File: src/rtl/afmt_pkg.sv
package afmt_pkg;

    localparam int SMP_W = 24;

    typedef enum logic [1:0] {
        ACC_INDEX  = 2'd0,
        ACC_TOGGLE = 2'd1,
        ACC_INTLV  = 2'd2
    } acc_mode_e;

    typedef struct packed {
        logic [SMP_W-1:0] l;
        logic [SMP_W-1:0] r;
    } stereo_t;

    // Pick the sample out of a data-port word and left-align it in 24 bits.
    function automatic logic [SMP_W-1:0] fmt_word(
        input logic [31:0] w,
        input logic        big,
        input logic        msbj,
        input logic [5:0]  vb,
        input logic [1:0]  nbm1
    );
        logic [31:0] s;
        logic [31:0] al;
        logic [31:0] mask;
        logic [31:0] t;
        int n;
        int v;
        n = int'(nbm1) + 1;
        v = (vb == 6'd0 || vb > 6'd32) ? 32 : int'(vb);
        s = w;
        if (big) begin
            s = '0;
            for (int i = 0; i < 4; i++) begin
                if (i < n) s[8*i +: 8] = w[8*(n-1-i) +: 8];
            end
        end
        al   = msbj ? (s << (32 - 8*n)) : (s << (32 - v));
        mask = 32'hFFFF_FFFF << (32 - v);
        t    = al & mask;
        return t[31:8];
    endfunction

    // One half-word lane of the interleaved mode.
    function automatic logic [SMP_W-1:0] fmt_half(
        input logic [15:0] h,
        input logic        big
    );
        logic [15:0] hs;
        hs = big ? {h[7:0], h[15:8]} : h;
        return {hs, 8'h00};
    endfunction

endpackage

File: src/rtl/afmt_router.sv
module afmt_router
    import afmt_pkg::*;
(
    input  logic        clk,
    input  logic        rst,
    input  logic        restart,
    input  logic        cfg_dual,
    input  logic        cfg_big,
    input  logic        cfg_msb,
    input  logic [5:0]  cfg_vbits,
    input  logic [1:0]  cfg_bytes_m1,
    input  logic [1:0]  cfg_access,
    input  logic        wr_en,
    input  logic        wr_chan,
    input  logic [31:0] wr_data,
    output logic        push,
    output stereo_t     entry
);

    logic             phase;
    logic [SMP_W-1:0] held_l;
    logic [SMP_W-1:0] smp;
    logic [SMP_W-1:0] lo16;
    logic [SMP_W-1:0] hi16;
    logic             take_l;
    acc_mode_e        mode;

    assign mode = acc_mode_e'(cfg_access);
    assign smp  = fmt_word(wr_data, cfg_big, cfg_msb, cfg_vbits, cfg_bytes_m1);
    assign lo16 = fmt_half(wr_data[15:0], cfg_big);
    assign hi16 = fmt_half(wr_data[31:16], cfg_big);

    always_comb begin
        push   = 1'b0;
        entry  = '0;
        take_l = 1'b0;
        if (wr_en) begin
            case (mode)
                ACC_INTLV: begin
                    push    = 1'b1;
                    entry.l = lo16;
                    entry.r = cfg_dual ? hi16 : lo16;
                end
                ACC_TOGGLE: begin
                    if (!cfg_dual) begin
                        push  = 1'b1;
                        entry = '{l: smp, r: smp};
                    end else if (phase) begin
                        push  = 1'b1;
                        entry = '{l: held_l, r: smp};
                    end else begin
                        take_l = 1'b1;
                    end
                end
                default: begin
                    if (!cfg_dual) begin
                        push  = 1'b1;
                        entry = '{l: smp, r: smp};
                    end else if (wr_chan) begin
                        push  = 1'b1;
                        entry = '{l: held_l, r: smp};
                    end else begin
                        take_l = 1'b1;
                    end
                end
            endcase
        end
    end

    always_ff @(posedge clk) begin
        if (rst || restart) begin
            phase  <= 1'b0;
            held_l <= '0;
        end else begin
            if (wr_en && mode == ACC_TOGGLE && cfg_dual) phase <= ~phase;
            if (take_l) held_l <= smp;
        end
    end

endmodule

File: src/rtl/afmt_fifo.sv
module afmt_fifo
    import afmt_pkg::*;
#(
    parameter int DEPTH = 8
) (
    input  logic             clk,
    input  logic             rst,
    input  logic             soft_rst,
    input  logic             fifo_clr,
    input  logic             push,
    input  stereo_t          din,
    input  logic             pop,
    input  logic [3:0]       chunk,
    output logic [SMP_W-1:0] out_l,
    output logic [SMP_W-1:0] out_r,
    output logic             full,
    output logic             empty,
    output logic             chunk_ok,
    output logic             ovr,
    output logic             udr
);

    localparam int AW = $clog2(DEPTH);
    localparam int CW = $clog2(DEPTH + 1);

    stereo_t         mem [DEPTH];
    logic [AW-1:0]   wp, rp;
    logic [CW-1:0]   cnt;
    logic [CW-1:0]   free;
    logic            do_push, do_pop;

    function automatic logic [AW-1:0] nxt(input logic [AW-1:0] p);
        return (p == AW'(DEPTH - 1)) ? '0 : p + 1'b1;
    endfunction

    assign full     = (cnt == CW'(DEPTH));
    assign empty    = (cnt == '0);
    assign free     = CW'(DEPTH) - cnt;
    assign chunk_ok = (32'(free) >= 32'(chunk));
    assign do_push  = push && !full;
    assign do_pop   = pop && !empty;

    always_ff @(posedge clk) begin
        if (do_push && !rst && !soft_rst && !fifo_clr) mem[wp] <= din;
    end

    always_ff @(posedge clk) begin
        if (rst || soft_rst) begin
            wp    <= '0;
            rp    <= '0;
            cnt   <= '0;
            ovr   <= 1'b0;
            udr   <= 1'b0;
            out_l <= '0;
            out_r <= '0;
        end else if (fifo_clr) begin
            wp  <= '0;
            rp  <= '0;
            cnt <= '0;
        end else begin
            if (do_push) wp <= nxt(wp);
            if (do_pop) begin
                rp    <= nxt(rp);
                out_l <= mem[rp].l;
                out_r <= mem[rp].r;
            end else if (pop) begin
                out_l <= '0;
                out_r <= '0;
            end
            case ({do_push, do_pop})
                2'b10:   cnt <= cnt + 1'b1;
                2'b01:   cnt <= cnt - 1'b1;
                default: cnt <= cnt;
            endcase
            if (push && full) ovr <= 1'b1;
            if (pop && empty) udr <= 1'b1;
        end
    end

endmodule

File: src/rtl/audio_sample_fmt.sv
module audio_sample_fmt
    import afmt_pkg::*;
#(
    parameter int DEPTH = 8
) (
    input  logic        clk,
    input  logic        rst,
    input  logic        soft_rst,
    input  logic        fifo_clr,
    input  logic        cfg_dual,
    input  logic        cfg_big,
    input  logic        cfg_msb,
    input  logic [5:0]  cfg_vbits,
    input  logic [1:0]  cfg_bytes_m1,
    input  logic [1:0]  cfg_access,
    input  logic [3:0]  cfg_chunk,
    input  logic        wr_en,
    input  logic        wr_chan,
    input  logic [31:0] wr_data,
    input  logic        pop,
    output logic [23:0] smp_l,
    output logic [23:0] smp_r,
    output logic        fifo_full,
    output logic        fifo_empty,
    output logic        fifo_ready,
    output logic        chunk_ok,
    output logic        ovr_flag,
    output logic        udr_flag
);

    logic    push;
    stereo_t entry;

    afmt_router i_router (
        .clk          (clk),
        .rst          (rst),
        .restart      (soft_rst || fifo_clr),
        .cfg_dual     (cfg_dual),
        .cfg_big      (cfg_big),
        .cfg_msb      (cfg_msb),
        .cfg_vbits    (cfg_vbits),
        .cfg_bytes_m1 (cfg_bytes_m1),
        .cfg_access   (cfg_access),
        .wr_en        (wr_en),
        .wr_chan      (wr_chan),
        .wr_data      (wr_data),
        .push         (push),
        .entry        (entry)
    );

    afmt_fifo #(.DEPTH(DEPTH)) i_fifo (
        .clk      (clk),
        .rst      (rst),
        .soft_rst (soft_rst),
        .fifo_clr (fifo_clr),
        .push     (push),
        .din      (entry),
        .pop      (pop),
        .chunk    (cfg_chunk),
        .out_l    (smp_l),
        .out_r    (smp_r),
        .full     (fifo_full),
        .empty    (fifo_empty),
        .chunk_ok (chunk_ok),
        .ovr      (ovr_flag),
        .udr      (udr_flag)
    );

    assign fifo_ready = !fifo_full;

endmodule

File: config.mk
export PLATFORM = sky130hd
export DESIGN_NAME = audio_sample_fmt
export DESIGN_NICKNAME = d
export VERILOG_FILES = /design/src/rtl/afmt_pkg.sv /design/src/rtl/afmt_router.sv /design/src/rtl/afmt_fifo.sv /design/src/rtl/audio_sample_fmt.sv
export SDC_FILE = /design/constraint.sdc
export NUM_CORES = 1
export LEC_CHECK = 0
export ABC_CLOCK_PERIOD_IN_PS = 10950
export BUFFER_PORTS_ARGS = -buffer_cell sky130_fd_sc_hd__buf_2
export CELL_PAD_IN_SITES_DETAIL_PLACEMENT = 0
export CELL_PAD_IN_SITES_GLOBAL_PLACEMENT = 2
export CORE_MARGIN = 4
export CORE_UTILIZATION = 47
export DETAILED_ROUTE_END_ITERATION = 10
export PLACE_DENSITY_LB_ADDON = 0.1
export SLEW_MARGIN = 10
export SYNTH_ARGS = -nofsm -noshare
export SYNTH_HDL_FRONTEND = slang
export SYNTH_SLANG_ARGS = --single-unit
File: constraint.sdc
create_clock -name clk -period 10.95 [get_ports clk]
set_input_delay 1.095 -clock clk [delete_from_list [all_inputs] [get_ports clk]]
set_output_delay 1.095 -clock clk [all_outputs]
set_load 0.01 [all_outputs]
-- After elaboration in Yosys (flattened, before gate mapping)
Memories as Yosys holds them, arrays and structs flattened. A register that Yosys moved wholly into a read port is not among the register bits.
Index checks and enable logic that the tools add are counted.
Widths: inputs -> output; s select.
- register bits: 85
- bits in writable memories: 384
- bits of input ports: 56
- output and inout port bits: 54
- logic and storage cells: 109
- memories kept: 1
- add/subtract/negate cells: 12
- magnitude comparators: 6
- equal/unequal tests: 7
- shift operators: 7
- muxes and demuxes: 38
- bitwise operators: 3
- reduce and logical (&&, ||, !) cells: 26
- memory list (memory ; words ; bits a word ; rd ports ; clocked after memory_dff ; wr ports ; RTL line ; text):
    i_fifo.mem ; 8 ; 48 ; 1 ; 1 ; 1 ; afmt_fifo.sv:26 ; stereo_t mem [DEPTH];
- operator list (cell ; count):
    $mux 48 ; 5
    $shiftx 32x32->8 ; 4
    $mux 24 ; 4
    $pmux 48 s2 ; 1
    $lt 3x32->1 const A ; 2
    $mux 32 ; 2
    $shl 32x32->32 ; 2
    $sub 7x32->32 const A ; 2
    $sub 29x2->29 const B ; 2
    $sub 29x3->29 const B ; 2
    $and 32x32->32 ; 1
    $lt 1x32->1 const A ; 1
    $lt 2x32->1 const A ; 1
    $mux 16 ; 2
    $mux 8 ; 4
    $shl 32x32->32 const A ; 1
    $mux 1 ; 12
    $mux 3 ; 4
    $logic_and 1x1->1 ; 9
    $pmux 4 s2 ; 1
    $add 3x1->3 const B ; 2
    $eq 3x3->1 const B ; 2
    $gt 6x6->1 const B ; 1
    $logic_not 6->1 ; 1
    17 further kinds ; 31

-- Longest topological paths before layout
- depth in word-level cells: 13
- gate-level depth with buffers: 16
- mapped depth without buffers: 13

-- Modules after synthesis
Synthesis repeated with hierarchy kept, for this count alone.
- cells, all modules: 1862
- area, all modules: 23448.7 µm²
- modules (own cells, without submodules) (module ; times used ; cells each ; area each (µm²) ; sequential area each (µm²)):
    afmt_fifo ; 1 ; 924 ; 17035.1 ; 12792.3
    afmt_router ; 1 ; 936 ; 6403.6 ; 500.5
    audio_sample_fmt ; 1 ; 2 ; 10.0 ; 0.0

-- Worst setup path after synthesis
OpenSTA, ideal clock, no wires.
- path kind: input port to flip-flop
- start point: input port cfg_access[0]
- end point: memory i_fifo.mem[0][0] (netlist bit) (enable)
- setup time: 0.513 ns
- arrival time: 5.828 ns
- required time: 10.437 ns
- setup slack: 4.609 ns
- cell stages on the path: 7
- path buffers: 0
- cell sequence: inv_1 > ha_1 > nand2b_1 > nor2_1 > o21ai_1 > or3_1 > nor3_1
- word-level cells in the longest chain between the ends: 9
- elaborated cells on any way between the ends: 10
- classes of those cells: 2 x eq/ne; 4 x mux; 4 x reduce/logical
- ends and longest elaborated chain (what ; RTL line ; text):
    start, declared ; audio_sample_fmt.sv:15 ; input logic [1:0] cfg_access,
    $eq 2x1->1 or $eq 2x2->1 (tied branches) ; afmt_router.sv:38 ; case (mode)
    $pmux 1 s2 * ; afmt_router.sv:38 ;
    $mux 1 * ; afmt_router.sv:37 ; if (wr_en) begin
    $logic_and 1x1->1 * ; afmt_fifo.sv:40 ; assign do_push = push && !full;
    $logic_and 1x1->1 * (3 in a row) ; afmt_fifo.sv:44 ; if (do_push && !rst && !soft_rst && !fifo_clr) mem[wp] <= din;
    $mux 1 * ; afmt_fifo.sv:44 ;
    $mux 1 (implied by the code) * ; afmt_fifo.sv:44 ;
    end, declared ; afmt_fifo.sv:26 ;
Mark *: on every way between the ends. The rest lies on a longest branch, timed or not.

==> impl_metrics.json <==
{
  "outcome": "complete, no violations",
  "relSlewSlack_pct": 19.7,
  "detailed_route_wirelength_on_metal2_mm": 31.6,
  "yosys_register_bits": 472,
  "total_global_routing_overflow": 0,
  "chipHeight_um": 228,
  "clkTransAtPathRegs_ns": 0.07,
  "worst_setup_path_start_kind": "input pin",
  "final_hold_violations": 0,
  "period_minus_slack_ns": 6.27,
  "post-place-ws_ns": 4.30,
  "synth_area_leader_cell": "sky130_fd_sc_hd__edfxtp_1",
  "grt_pass1_wl_mm": 101,
  "floorplan.die_area_sq_um": 51900,
  "top_layer": "met4",
  "share_of_layout_cells_above_drive_strength_1_pct": 21.6,
  "worstPathArrival_ns": 6.48,
  "synth_edf_count": 384,
  "max-cap-violations": 0,
  "cts_max_level": 2,
  "via_count_of_the_routed_design": 15600,
  "irDropWorstVdd_uv": 116,
  "netlist_top_cells_area": "sky130_fd_sc_hd__edfxtp_1, sky130_fd_sc_hd__mux4_2, sky130_fd_sc_hd__dfxtp_1",
  "worstSetupPathType": "in -> reg",
  "unrepaired_setup_endpoints_after_global_routing": "no",
  "clkSinkCount": 472,
  "diodes": 0,
  "ys_warn_count": 0,
  "synthesis.area_per_instance_sq_um": 12.9,
  "critical_path_peak_fanout": 65,
  "worst_hold_path_type": "reg -> reg",
  "m1WireLength_mm": 29.2,
  "clk-insertion-delay-late_ns": 0.58,
  "globalplace.congestion": 0.932,
  "die_width_um": 228,
  "power-per-cell-area_nw_per_um2": 154,
  "clock-skew-final_ns": 0.0161,
  "port_buffers": 109,
  "cts_tree": "yes",
  "finalMaxSlewViolations": 0,
  "place.detailed.hpwl_mm": 44.7,
  "post_cts_resized": 0,
  "p_leak_nw": 8.65,
  "grt_antenna_before_repair": 1,
  "starting_utilization_of_the_core_area_pct": 47.6,
  "synthFlopType": "sky130_fd_sc_hd__edfxtp_1",
  "mappedNetlistNets": 1835,
  "end_kind": "flip-flop",
  "timing.critical_path.required_ns": 11.16,
  "mostFrequentLayoutCells": "sky130_fd_sc_hd__edfxtp_1, sky130_fd_sc_hd__nor2_1, sky130_fd_sc_hd__buf_2",
  "grt_use_total_pct": 25.5,
  "cts_root_buffer": "sky130_fd_sc_hd__clkbuf_16",
  "cts_buffer_depth": 3,
  "drt_drc_violations_left": 0,
  "avgViaCountPerCell": 6.32,
  "number_of_global_route_vias_before_repair": 15200,
  "synthDistinctLibCells": 83,
  "placementRows": 80,
  "detail_route.wirelength_mm": 67.2,
  "synth_top_area_share_pct": 50.8,
  "seq_area_frac_synth_pct": 58.5,
  "drt-initial-drc-count": 1623,
  "maxClockFrequency_mhz": 159,
  "met3RoutedLength_mm": 4.08,
  "fin_tns_setup_ns": 0,
  "period_share_pct": 57.3,
  "cell_count_after_synthesis": 1758,
  "layout.cells.most_common": "sky130_fd_sc_hd__edfxtp_1",
  "drt-pass1-iter-count": 5,
  "io-pin-count": 110,
  "grt_max_degree": 67,
  "routedWlPerCell_um": 27.1,
  "worst_slew_pin_slew_ns": 1.19,
  "core_sq_um": 47700,
  "postCtsSetupRepairBufs": 0,
  "asyncSetResetFlopFracSynth_pct": 0,
  "drtAntennaViolNets": 0,
  "post_cts_hold_buffer_count": 0,
  "area.growth.synth_to_final_pct": 11.5,
  "report.final.setup_viol": 0,
  "postLayoutSetupSlackWorst_ns": 4.68,
  "synth.cell_area_sq_um": 22700,
  "tritoncts.num_buffers": 48,
  "number_of_filler_cells_placed_in_the_layout": 4060,
  "fin_nets": 1898
}
cells by family (layout without fill, tap and decap cells):
logic type	after synthesis	after routing	share of synthesized area [%]
AOI/OAI and AO/OA	381	381	11.1
xor gates and xnor gates	9	9	0.347
adders and majority gates	21	21	1.19
buffers and inverters	150	253	2.81
DFF	472	472	58.5
muxes	194	194	14.5
and+or+nand+nor	531	531	11.6
cell type report:
cell class / instances / area (sq um) / share of cell area [%]
clock inverters: 18 / 121 / 0.479
repair buffers: 140 / 778 / 3.07
multi-input cells: 1136 / 8880 / 35.1
flip-flops and latches: 472 / 13300 / 52.5
inverters: 23 / 86.3 / 0.341
well taps: 615 / 769 / 3.04
clock buffers: 72 / 1390 / 5.50
path summary, 6_finish.rpt:
path / from / endpoint / slack (ns) / cells past startpoint
max: cfg_bytes_m1[0] / i_fifo.mem[0][45] / 4.68 / 12
min: i_router.held_l[3] / i_router.held_l[3] / 0.46 / 2
max reg2reg: flip-flop / i_fifo.out_l[17] / 7.49 / 6
min reg2reg: i_router.held_l[3] / i_router.held_l[3] / 0.46 / 2
Yosys cell counts (20+ instances only):
| master | count |
|---|---|
| sky130_fd_sc_hd__nand3_1 | 62 |
| sky130_fd_sc_hd__mux4_2 | 102 |
| sky130_fd_sc_hd__dfxtp_1 | 88 |
| sky130_fd_sc_hd__nor2_1 | 157 |
| sky130_fd_sc_hd__buf_2 | 25 |
| sky130_fd_sc_hd__ha_1 | 20 |
| sky130_fd_sc_hd__o31ai_1 | 20 |
| sky130_fd_sc_hd__a22oi_1 | 51 |
| sky130_fd_sc_hd__edfxtp_1 | 384 |
| sky130_fd_sc_hd__nand2b_1 | 31 |
| sky130_fd_sc_hd__inv_1 | 23 |
| sky130_fd_sc_hd__o22ai_1 | 25 |
| sky130_fd_sc_hd__a21oi_1 | 90 |
| sky130_fd_sc_hd__nand2_1 | 102 |
| sky130_fd_sc_hd__nand3b_1 | 26 |
| sky130_fd_sc_hd__mux2_2 | 55 |
| sky130_fd_sc_hd__mux2i_1 | 37 |
| sky130_fd_sc_hd__o21ai_0 | 58 |
| sky130_fd_sc_hd__nor3_1 | 60 |
| sky130_fd_sc_hd__clkbuf_1 | 81 |
| sky130_fd_sc_hd__a211oi_1 | 23 |
report_power, final:
group | leakage [nW] | switching [mW] | total (mW) | internal, mW
clock | 0.719 | 0.675 | 1.56 | 0.885
combinational | 3.47 | 0.286 | 0.397 | 0.111
sequential | 4.46 | 0.00104 | 1.93 | 1.93
layer usage:
layer | track usage, % | vias to the layer above
li1 | - | 7013
met1 | 35.9 | 7947
met2 | 40.9 | 558
met3 | 4.05 | 118
met4 | 8.15 | 0
met5 | 0 | -
registers in the layout (all words and copies together) (netlist names), named ones only:
signal and flops:
i_fifo.rp 3, i_fifo.out_l 24, i_router.phase 1, i_fifo.cnt 4, i_fifo.ovr 1, i_fifo.mem 384
i_fifo.out_r 24, i_fifo.wp 3, i_router.held_l 24, i_fifo.udr 1
stage by stage:
step	power (mW)	cells	cell area [sq um]	hold slack [ns]	utilization, %
6_report	3.89	2476	25300	0.458	53.1
5_1_grt	4.02	2476	25300	0.478	53.1
4_1_cts	3.92	2476	25300	0.457	53.1
3_5_place_dp	2.36	2386	23800	0.447	49.9
3_3_place_gp	2.36	2386	23800	0.443	49.9
2_1_floorplan	2.22	1758	22700	0.432	-
critical path, stage by stage:
cell and delay [ns]:
sky130_fd_sc_hd__buf_2 0.71, sky130_fd_sc_hd__inv_1 0.20, sky130_fd_sc_hd__ha_2 0.58, sky130_fd_sc_hd__buf_4 0.65
sky130_fd_sc_hd__or2_1 0.21, sky130_fd_sc_hd__a21oi_1 0.07, sky130_fd_sc_hd__or3_1 0.48, sky130_fd_sc_hd__o21ai_0 0.55
sky130_fd_sc_hd__o211ai_1 0.29, sky130_fd_sc_hd__a21oi_1 0.45, sky130_fd_sc_hd__o31ai_1 0.20, sky130_fd_sc_hd__o31ai_1 0.97
(Power assumes the default switching activity.)
